$ cat src/rtl/dma_pkg.sv
package dma_pkg;
  typedef enum logic [1:0] {ST_IDLE, ST_FETCH, ST_MOVE} dma_st_e;

  localparam logic [7:0] LEN_OFS = 8'd1;
  localparam logic [7:0] PAY_OFS = 8'd2;

  function automatic logic [4:0] burst_len(input logic [1:0] code);
    case (code)
      2'b00:   burst_len = 5'd1;
      2'b01:   burst_len = 5'd4;
      2'b10:   burst_len = 5'd8;
      default: burst_len = 5'd16;
    endcase
  endfunction
endpackage

$ cat src/rtl/dma_strobe_det.sv
module dma_strobe_det (
  input  logic clk,
  input  logic rst_n,
  input  logic sel_wr,
  input  logic rd_n,
  input  logic wr_n,
  input  logic dack_n,
  input  logic active,
  output logic xfer,
  output logic stb_high
);
  logic stb_q;
  logic stb;

  assign stb      = sel_wr ? wr_n : rd_n;
  assign stb_high = stb;
  assign xfer     = active & stb_q & ~stb & ~dack_n;

  always_ff @(posedge clk or negedge rst_n) begin
    if (!rst_n) stb_q <= 1'b1;
    else        stb_q <= stb;
  end
endmodule

$ cat src/rtl/dma_burst_track.sv
module dma_burst_track (
  input  logic       clk,
  input  logic       rst_n,
  input  logic       clr,
  input  logic       xfer,
  input  logic [1:0] code,
  input  logic       stb_high,
  output logic       gap_nxt
);
  import dma_pkg::*;

  logic [4:0] bcnt_q, bcnt_d;
  logic       gap_q;
  logic       last;

  assign last = (bcnt_q == burst_len(code) - 5'd1);

  always_comb begin
    bcnt_d  = bcnt_q;
    gap_nxt = gap_q;
    if (clr) begin
      bcnt_d  = '0;
      gap_nxt = 1'b0;
    end else if (xfer) begin
      bcnt_d = last ? 5'd0 : bcnt_q + 5'd1;
      if (last) gap_nxt = 1'b1;
    end else if (stb_high) begin
      gap_nxt = 1'b0;
    end
  end

  always_ff @(posedge clk or negedge rst_n) begin
    if (!rst_n) begin
      bcnt_q <= '0;
      gap_q  <= 1'b0;
    end else begin
      bcnt_q <= bcnt_d;
      gap_q  <= gap_nxt;
    end
  end
endmodule

$ cat src/rtl/dma_burst_ctrl.sv
module dma_burst_ctrl #(
  parameter int MAX_PKT = 64
) (
  input  logic       clk,
  input  logic       rst_n,
  input  logic       cfg_we_i,
  input  logic [4:0] cfg_wdata_i,
  output logic [4:0] cfg_o,
  output logic       dreq_o,
  input  logic       dack_n_i,
  input  logic       rd_n_i,
  input  logic       wr_n_i,
  input  logic       eot_n_i,
  output logic [7:0] mem_rdata_o,
  input  logic [7:0] mem_wdata_i,
  input  logic       buf_ready_i,
  output logic [7:0] buf_addr_o,
  input  logic [7:0] buf_rdata_i,
  output logic       buf_rd_o,
  output logic       buf_wr_o,
  output logic [7:0] buf_wdata_o,
  output logic       buf_validate_o,
  output logic [7:0] buf_len_o,
  output logic       buf_release_o,
  output logic       eot_irq_o,
  input  logic       irq_clr_i
);
  import dma_pkg::*;

  localparam logic [7:0] PKT_LIM = 8'(MAX_PKT);

  dma_st_e    st_q, st_d;
  logic [4:0] cfg_q, cfg_d;
  logic [7:0] cnt_q, cnt_d, len_q, len_d;
  logic       irq_q, irq_d, dreq_q, dreq_d;
  logic       en, dir, autold;
  logic       xfer, stb_high, gap_nxt;
  logic [7:0] cnt_inc, limit;
  logic       eot_hit, lim_hit, finish, zero_len;

  assign en     = cfg_q[2];
  assign dir    = cfg_q[3];
  assign autold = cfg_q[4];

  dma_strobe_det u_stb (
    .clk(clk), .rst_n(rst_n), .sel_wr(dir), .rd_n(rd_n_i), .wr_n(wr_n_i),
    .dack_n(dack_n_i), .active(st_q == ST_MOVE), .xfer(xfer), .stb_high(stb_high)
  );

  dma_burst_track u_burst (
    .clk(clk), .rst_n(rst_n), .clr(finish | cfg_we_i), .xfer(xfer),
    .code(cfg_q[1:0]), .stb_high(stb_high), .gap_nxt(gap_nxt)
  );

  assign cnt_inc  = cnt_q + 8'd1;
  assign limit    = dir ? PKT_LIM : ((len_q > PKT_LIM) ? PKT_LIM : len_q);
  assign eot_hit  = xfer & ~eot_n_i;
  assign lim_hit  = xfer & (cnt_inc == limit);
  assign finish   = eot_hit | lim_hit;
  assign zero_len = (st_q == ST_FETCH) & (buf_rdata_i == 8'd0);

  // buffer side
  assign buf_addr_o     = (st_q == ST_FETCH) ? LEN_OFS : cnt_q + PAY_OFS;
  assign buf_wr_o       = xfer & dir;
  assign buf_rd_o       = xfer & ~dir;
  assign buf_wdata_o    = mem_wdata_i;
  assign mem_rdata_o    = buf_rdata_i;
  assign buf_validate_o = finish & dir;
  assign buf_len_o      = cnt_inc;
  assign buf_release_o  = (lim_hit & ~dir) | zero_len;

  always_comb begin
    st_d  = st_q;
    cnt_d = cnt_q;
    len_d = len_q;
    cfg_d = cfg_q;
    irq_d = irq_q & ~irq_clr_i;
    case (st_q)
      ST_IDLE: if (en && buf_ready_i) st_d = dir ? ST_MOVE : ST_FETCH;
      ST_FETCH: begin
        len_d = buf_rdata_i;
        st_d  = zero_len ? ST_IDLE : ST_MOVE;
      end
      ST_MOVE: begin
        if (xfer) cnt_d = cnt_inc;
        if (finish) begin
          st_d  = ST_IDLE;
          cnt_d = '0;
          irq_d = 1'b1;
          if (!autold) cfg_d[2] = 1'b0;
        end
      end
      default: st_d = ST_IDLE;
    endcase
    if (cfg_we_i) begin
      cfg_d = cfg_wdata_i;
      st_d  = ST_IDLE;
      cnt_d = '0;
    end
    dreq_d = (st_d == ST_MOVE) & cfg_d[2] & buf_ready_i & ~gap_nxt;
  end

  always_ff @(posedge clk or negedge rst_n) begin
    if (!rst_n) begin
      st_q   <= ST_IDLE;
      cfg_q  <= '0;
      cnt_q  <= '0;
      len_q  <= '0;
      irq_q  <= 1'b0;
      dreq_q <= 1'b0;
    end else begin
      st_q   <= st_d;
      cfg_q  <= cfg_d;
      cnt_q  <= cnt_d;
      len_q  <= len_d;
      irq_q  <= irq_d;
      dreq_q <= dreq_d;
    end
  end

  assign cfg_o     = cfg_q;
  assign dreq_o    = dreq_q;
  assign eot_irq_o = irq_q;
endmodule

$ cat config.mk
export PLATFORM = sky130hd
export DESIGN_NAME = dma_burst_ctrl
export DESIGN_NICKNAME = d
export VERILOG_FILES = /design/src/rtl/dma_pkg.sv /design/src/rtl/dma_strobe_det.sv /design/src/rtl/dma_burst_track.sv /design/src/rtl/dma_burst_ctrl.sv
export SDC_FILE = /design/constraint.sdc
export NUM_CORES = 1
export LEC_CHECK = 0
export ABC_AREA = 0
export BUFFER_PORTS_ARGS = -buffer_cell sky130_fd_sc_hd__buf_4
export CAP_MARGIN = 20
export CORE_MARGIN = 10
export CORE_UTILIZATION = 55
export CTS_CLUSTER_SIZE = 12
export DETAILED_ROUTE_END_ITERATION = 10
export PLACE_DENSITY = 0.86
export SLEW_MARGIN = 20
export SYNTH_ARGS = -nofsm -noshare
export SYNTH_HDL_FRONTEND = slang
export SYNTH_HIERARCHICAL = 1
export SYNTH_SLANG_ARGS = --single-unit
$ cat constraint.sdc
create_clock -name clk -period 7.4 [get_ports clk]
set_input_delay 0.74 -clock clk [delete_from_list [all_inputs] [get_ports clk]]
set_output_delay 0.74 -clock clk [all_outputs]
set_load 0.01 [all_outputs]
==> impl_metrics.tcl, run 1 <==
set metrics [dict create \
    status "complete, no violations" \
    ys_types 60 \
    netlist_area_mm2 0.00225 \
    grt_pass1_wl_mm 9.18 \
    die_y_um 84.0 \
    min_period_ps 3780 \
    p_per_area_mw_per_mm2 185 \
    ys.flop_type "dfrtp_1" \
    dieArea_mm2 0.00705 \
    max_clock_freq_ghz 0.265 \
    synth-seq-area-share_pct 35.6 \
    cap_violations 0 \
    async_flop_share_pct 100 \
    synth_xor_xnor_area_share_pct 5.45 \
    grt_usage_pct 15.5 \
    p_leak_nw 1.16 \
    startpoint_type "register" \
    grt_pass1_vias 1919 \
    finalSetupViolations 0 \
    n_fill_cell 324 \
    diodes 0 \
    yosys-top-cells-area "dfrtp_1 (34%), buf_4 (6.3%), mux2_2 (6.0%)" \
    slew_viol_final 0 \
    synth_top_family_by_area "simple AND/OR/NAND/NOR gates" \
    syn_avg_cell_area_um2 9.46 \
    synth_top_area_share_pct 34.5 \
    synth_edf_count 0 \
    synth_compound_area_share_pct 15.6 \
    arrival_ps 3040 \
    die_w_um 84.0 \
    cts_max_level 2 \
    yosysTopAreaCell "dfrtp_1" \
    dr.pass1.iters 4 \
    hpwl_mm 4.15 \
    root_buffer "clkbuf_8" \
    synth_mux_area_share_pct 7.12 \
    route.detailed.drc 0 \
    cts_sinks 32 \
    core_area_mm2 0.00397 \
    clk_pin_slew_worst_paths_ps 70 \
    hold_violations 0 \
    worst_path_largest_cell_delay_ps 520 \
    relSlewSlack_pct 49.5 \
    cts_tree "yes" \
    whs_ps 389 \
    cts.repair.resized 0 \
    ios 73 \
    criticalPathCategory "reg2out" \
    power.total_mw 0.480 \
    drt-initial-drc-count 159 \
    syn_nets 271 \
    fin_crit_sh_pct 51.0 \
    cp-end-kind "output pin" \
    ys_warn_count 6 \
    post_cts_buffers 0 \
    antenna_found_initial 0 \
    peakVddDrop_mv 0.131 \
    cp_cell_sequence "ha_1 > xnor2_1 > or4b_4 > a211oi_1 > o21a_2 > o2111ai_4 > and2_4 > and2b_2 > buf_4" \
    place_congestion 0.868 \
    yosysMostFrequentCell "dfrtp_1" \
    ys_seq_elements 32 \
    routed_wl_mm 5.58 \
    clock-skew-final_ps 9.34 \
    cp_slowest_cell "or4b_4" \
    grt_max_degree 33 \
    drive_above_1_share_pct 33.3 \
    synth_fa_ha_area_share_pct 1.67 \
    setup_tns_ps 0 \
    ant_nets 0 \
    port_buffers 56 \
    wire_per_inst_um 17.4 \
    vias_per_cell 5.96 \
    rows 23 \
    synth_common_cells "dfrtp_1 (31), nor2_1 (20), buf_4 (19)" \
    clockBufferDepth 2 \
    synthSimpleGateAreaFrac_pct 23.1 \
    clock_latency_ps 290 \
    cts_inserted_buffers 5 \
    crit_fanout 10 \
    initial_core_util_pct 56.7 \
    area_growth_pct 15.6 \
    overflow 0 \
    ctsHoldBuffers 0 \
    rsz0062_at_grt "no" \
    nNetsFinal 302 \
    syn-instance-count 238 \
    vias 1907 \
    tightest_slew_ps 753 \
    worstPathRequired_ps 6660 \
    hp-class "in2async" \
]
==> metal layers <==
layer  vias up  GRT usage [%]  share of wire (%)
li1        914              -                  -
met5         -              0                  0
met2        57           27.3                 51
met1       930           16.7                 41
met4         0           4.72                1.1
met3         6           5.57                7.0
==> kinds of logic after synthesis <==
kind of cell / count (synthesis)
AO/OA/AOI/OAI: 44
XOR/XNOR: 14
multiplexers: 14
buffers and inverters: 38
AND/OR/NAND/NOR: 93
flip-flops: 32
adder cells (fa/ha/maj): 3
==> per-stage QoR <==
stage,std cells,instance area [µm²],util (%),setup slack [ps]
floorplan,238,2250,-,4100
global placement,312,2500,63.0,3920
detailed placement,312,2500,63.0,3710
CTS,320,2600,65.5,3650
global route,320,2600,65.5,3390
finish,320,2600,65.5,3620
==> cell usage in the layout (no fill, tap or decap), types with 2 or more instances in the layout <==
cell type	Yosys	final
nand3_1	8	8
nor4_1	4	4
nor2b_1	4	4
nor3_1	10	10
a32o_1	3	3
inv_1	5	5
nor2_1	20	20
a21oi_1	8	8
nand4b_1	2	2
nand2_1	14	14
ha_1	3	3
xnor2_1	5	5
or3_1	5	5
nand3b_1	4	4
nand2b_1	2	2
mux2_2	12	12
o211ai_1	5	5
o21ai_1	2	2
and2b_2	2	2
o22ai_1	2	2
buf_4	19	57
a31oi_1	7	7
and3_1	2	2
dfrtp_1	31	31
a211oi_1	2	2
xor2_1	9	9
clkbuf_8	0	7
nand4_1	6	6
==> report_power, final <==
part	switching, mW	total [mW]	internal (mW)
Sequential	0.0311	0.229	0.198
Clock	0.0648	0.150	0.0849
Combinational	0.0468	0.102	0.0549
Total	0.143	0.480	0.338
==> area by class of cell <==
class | count | area, µm² | share of cell area (%)
Tap cell | 50 | 62.6 | 2.41
Timing Repair Buffer | 57 | 428 | 16.5
Sequential cell | 32 | 802 | 30.8
Inverter | 5 | 18.8 | 0.722
Multi-Input combinational cell | 168 | 1190 | 45.7
Clock buffer | 8 | 100 | 3.85
==> sequential cells by signal, summed over array words and instances, names as in the netlist <==
| register | count |
|---|---|
| cnt_q | 8 |
| len_q | 8 |
| cfg_o | 5 |
| u_burst/bcnt_q | 5 |
| st_q | 2 |
| dreq_o | 1 |
| eot_irq_o | 1 |
| u_burst/gap_q | 1 |
| u_stb/stb_q | 1 |
==> worst max-delay path: cells and delay by family, from the launching register on <==
family	cells	cell delay (ps)
xor+xnor	1	210
fa+ha+maj	1	300
buf+inv	1	110
compound gates	3	660
simple gates	3	1000
flops	1	470
==> path summary, 6_finish.rpt <==
path | from | to | slack [ps] | cells after the start
max | cnt_q[2]$_DFFE_PN0P_ | buf_validate_o | 3620 | 9
min | rst_n | cnt_q[6]$_DFFE_PN0P_ | 390 | 1
max reg2reg | cnt_q[2]$_DFFE_PN0P_ | dreq_o$_DFF_PN0_ | 3660 | 12
min reg2reg | u_burst/gap_q$_DFF_PN0_ | u_burst/gap_q$_DFF_PN0_ | 510 | 1
max in group asynchronous | rst_n | u_stb/stb_q$_DFF_PN1_ | 6670 | 1
min in group clk | u_burst/gap_q$_DFF_PN0_ | u_burst/gap_q$_DFF_PN0_ | 510 | 1
Note: power is estimated with default switching activity, not from simulation.
==> inputs of run 2 (changes only) <==
--- a/config.mk
+++ b/config.mk
@@ -9,10 +9,10 @@
 export BUFFER_PORTS_ARGS = -buffer_cell sky130_fd_sc_hd__buf_4
 export CAP_MARGIN = 20
 export CORE_MARGIN = 10
-export CORE_UTILIZATION = 55
+export CORE_UTILIZATION = 46
 export CTS_CLUSTER_SIZE = 12
 export DETAILED_ROUTE_END_ITERATION = 10
-export PLACE_DENSITY = 0.86
+export PLACE_DENSITY = 0.76
 export SLEW_MARGIN = 20
 export SYNTH_ARGS = -nofsm -noshare
 export SYNTH_HDL_FRONTEND = slang
==> constraint.sdc (replaced) <==
create_clock -name clk -period 3.4 [get_ports clk]
set_input_delay 0.34 -clock clk [delete_from_list [all_inputs] [get_ports clk]]
set_output_delay 0.34 -clock clk [all_outputs]
set_load 0.01 [all_outputs]
==> run 2 against run 1 <==
The flow now finishes with violations (hold timing); die area rose by 15%; cell count is 6.9% higher; largest power group unchanged; core utilization is 9.2 points lower; largest cell class unchanged; critical path depth is the same; sequential share of layout area fell by 0.57 points; sequential power is 120% higher; global-route usage decreased by 1.7 points; register-to-register slack got worse by 3400 ps; worst hold slack got worse by 400 ps; first-iteration DRC count increased by 33%; worst setup slack worse by 3500 ps.
==> impl_metrics.tcl, run 2 (same netlist as run 1, synthesis figures left out) <==
set metrics [dict create \
    power_frac_seq_pct 49.3 \
    status "finished, violations left" \
    slew_viol_final 0 \
    wire_per_inst_um 16.9 \
    final_cell_mix "buf_4 (63), dfrtp_1 (29), nor2_1 (20)" \
    intPower_mw 0.696 \
    hold_violations 17 \
    fin_crit_sh_pct 94.9 \
    die_w_um 90.0 \
    worstPathRequired_ps 3060 \
    failed_checks "hold timing" \
    ff2ff_path_depth 12 \
    criticalPathCategory "reg2out" \
    rows 25 \
    die_y_um 90.0 \
    reg2reg_slack_ps 270 \
    ctsHoldBuffers 0 \
    power.total_mw 1.01 \
    crit_fanout 9 \
    arrival_ps 2890 \
    n_fill_cell 433 \
    clock_latency_ps 280 \
    cts_inserted_buffers 5 \
    root_buffer "clkbuf_8" \
    switching_share_pct 31.1 \
    grt_max_degree 33 \
    drive_above_1_share_pct 36.0 \
    port_buffers 56 \
    ant_nets 0 \
    post_dp_cell_area_mm2 0.00257 \
    vias_per_cell 5.65 \
    final_common_cell "buf_4" \
    r2r-start "cnt_q[2]$_DFFE_PN0P_" \
    initial_core_util_pct 47.7 \
    peakVddDrop_mv 0.241 \
    overflow 0 \
    dieArea_mm2 0.00809 \
    relSlewSlack_pct 65.5 \
    hp-class "in2async" \
    finalSetupViolations 0 \
    cts_max_level 2 \
    max_clock_freq_ghz 0.310 \
    hpwl_mm 4.35 \
    nNetsFinal 308 \
    pwr-share-comb_pct 22.9 \
    rsz0062_at_grt "no" \
    cap_violations 0 \
    min_period_ps 3230 \
    route.detailed.drc 0 \
    power_frac_clock_pct 27.7 \
    p_leak_nw 1.17 \
    antenna_found_initial 0 \
    tightest_slew_ps 513 \
    place_congestion 0.896 \
    startpoint_type "register" \
    routed_wl_mm 5.76 \
    r2r_end "dreq_o$_DFF_PN0_" \
    final_area_mm2 0.00266 \
    grt_pass1_vias 1904 \
    vias 1931 \
    clk_pin_slew_worst_paths_ps 70 \
    p_per_area_mw_per_mm2 380 \
    cts_sinks 32 \
    area_growth_pct 18.1 \
    core_area_mm2 0.00472 \
    setup_tns_ps 0 \
    cts_tree "yes" \
    grt_usage_pct 13.8 \
    switchingPower_mw 0.314 \
    drt-initial-drc-count 212 \
    reg_top3 "cnt_q: 8 flops, len_q: 8 flops" \
    whs_ps -8.61 \
    ios 73 \
    clockBufferDepth 2 \
    diodes 0 \
    clock-skew-final_ps 5.45 \
    grt_pass1_wl_mm 9.46 \
    cp-end-kind "output pin" \
    dr.pass1.iters 4 \
]
-- run 2: metal layers --
metal | GRT usage [%] | vias up | part of all wire (%)
met1 | 16.4 | 932 | 44
met3 | 4.57 | 9 | 6.6
met5 | 0 | - | 0
li1 | - | 924 | -
met2 | 23.0 | 66 | 48
met4 | 4.24 | 0 | 0.92
-- run 2: layout make-up --
class                      count  area (µm²)  area share (%)
multi-input combinational    168        1200            45.2
sequential                    32         805            30.3
timing repair buffer          63         473            17.8
tap                           67        83.8            3.15
clock buffer                   6        72.6            2.73
inverter                       5        18.8           0.706
clock inverter                 1        5.00           0.188
-- run 2: through the flow --
stage	util, %	setup slack (ps)	hold WS (ps)	std cells
2_1_floorplan	-	101	44.4	238
3_3_place_gp	54.4	376	308	335
3_5_place_dp	54.4	238	312	335
4_1_cts	56.0	114	6.41	342
5_1_grt	56.3	33.4	22.3	342
6_report	56.3	174	-8.61	342
-- run 2: critical path, stage by stage (launching register included) --
cell       delay (ps)
dfrtp_2           470
ha_2              230
xnor2_1           190
or4b_4            520
a211oi_1          250
o21a_2            170
o2111ai_4         130
buf_4             200
o31ai_1           260
buf_4             180
-- run 2: power groups by stage --
stage	Combinational [mW]	Sequential (mW)	Clock, mW
after CTS	0.233	0.498	0.284
after detailed placement	0.233	0.506	0
after floorplan	0.182	0.480	0
after global routing	0.256	0.507	0.306
after global placement	0.227	0.502	0
final	0.232	0.498	0.280
-- run 2: how the worst max path moves through the flow --
stage,start,to,slack [ps],cells past startpoint
after floorplan,cnt_q[1]$_DFFE_PN0P_,dreq_o$_DFF_PN0_,100,14
after global placement,cnt_q[2]$_DFFE_PN0P_,dreq_o$_DFF_PN0_,380,12
after detailed placement,cnt_q[2]$_DFFE_PN0P_,dreq_o$_DFF_PN0_,240,12
after CTS,cnt_q[2]$_DFFE_PN0P_,buf_release_o,110,9
after global routing,cnt_q[2]$_DFFE_PN0P_,buf_release_o,30,9
final,cnt_q[2]$_DFFE_PN0P_,buf_release_o,170,9
-- run 2: timing repair --
action                                 CTS  global route
resized for setup                        0             5
buffers inserted                         0             0
endpoints found under the hold margin    0             0
setup endpoints to repair                0             3
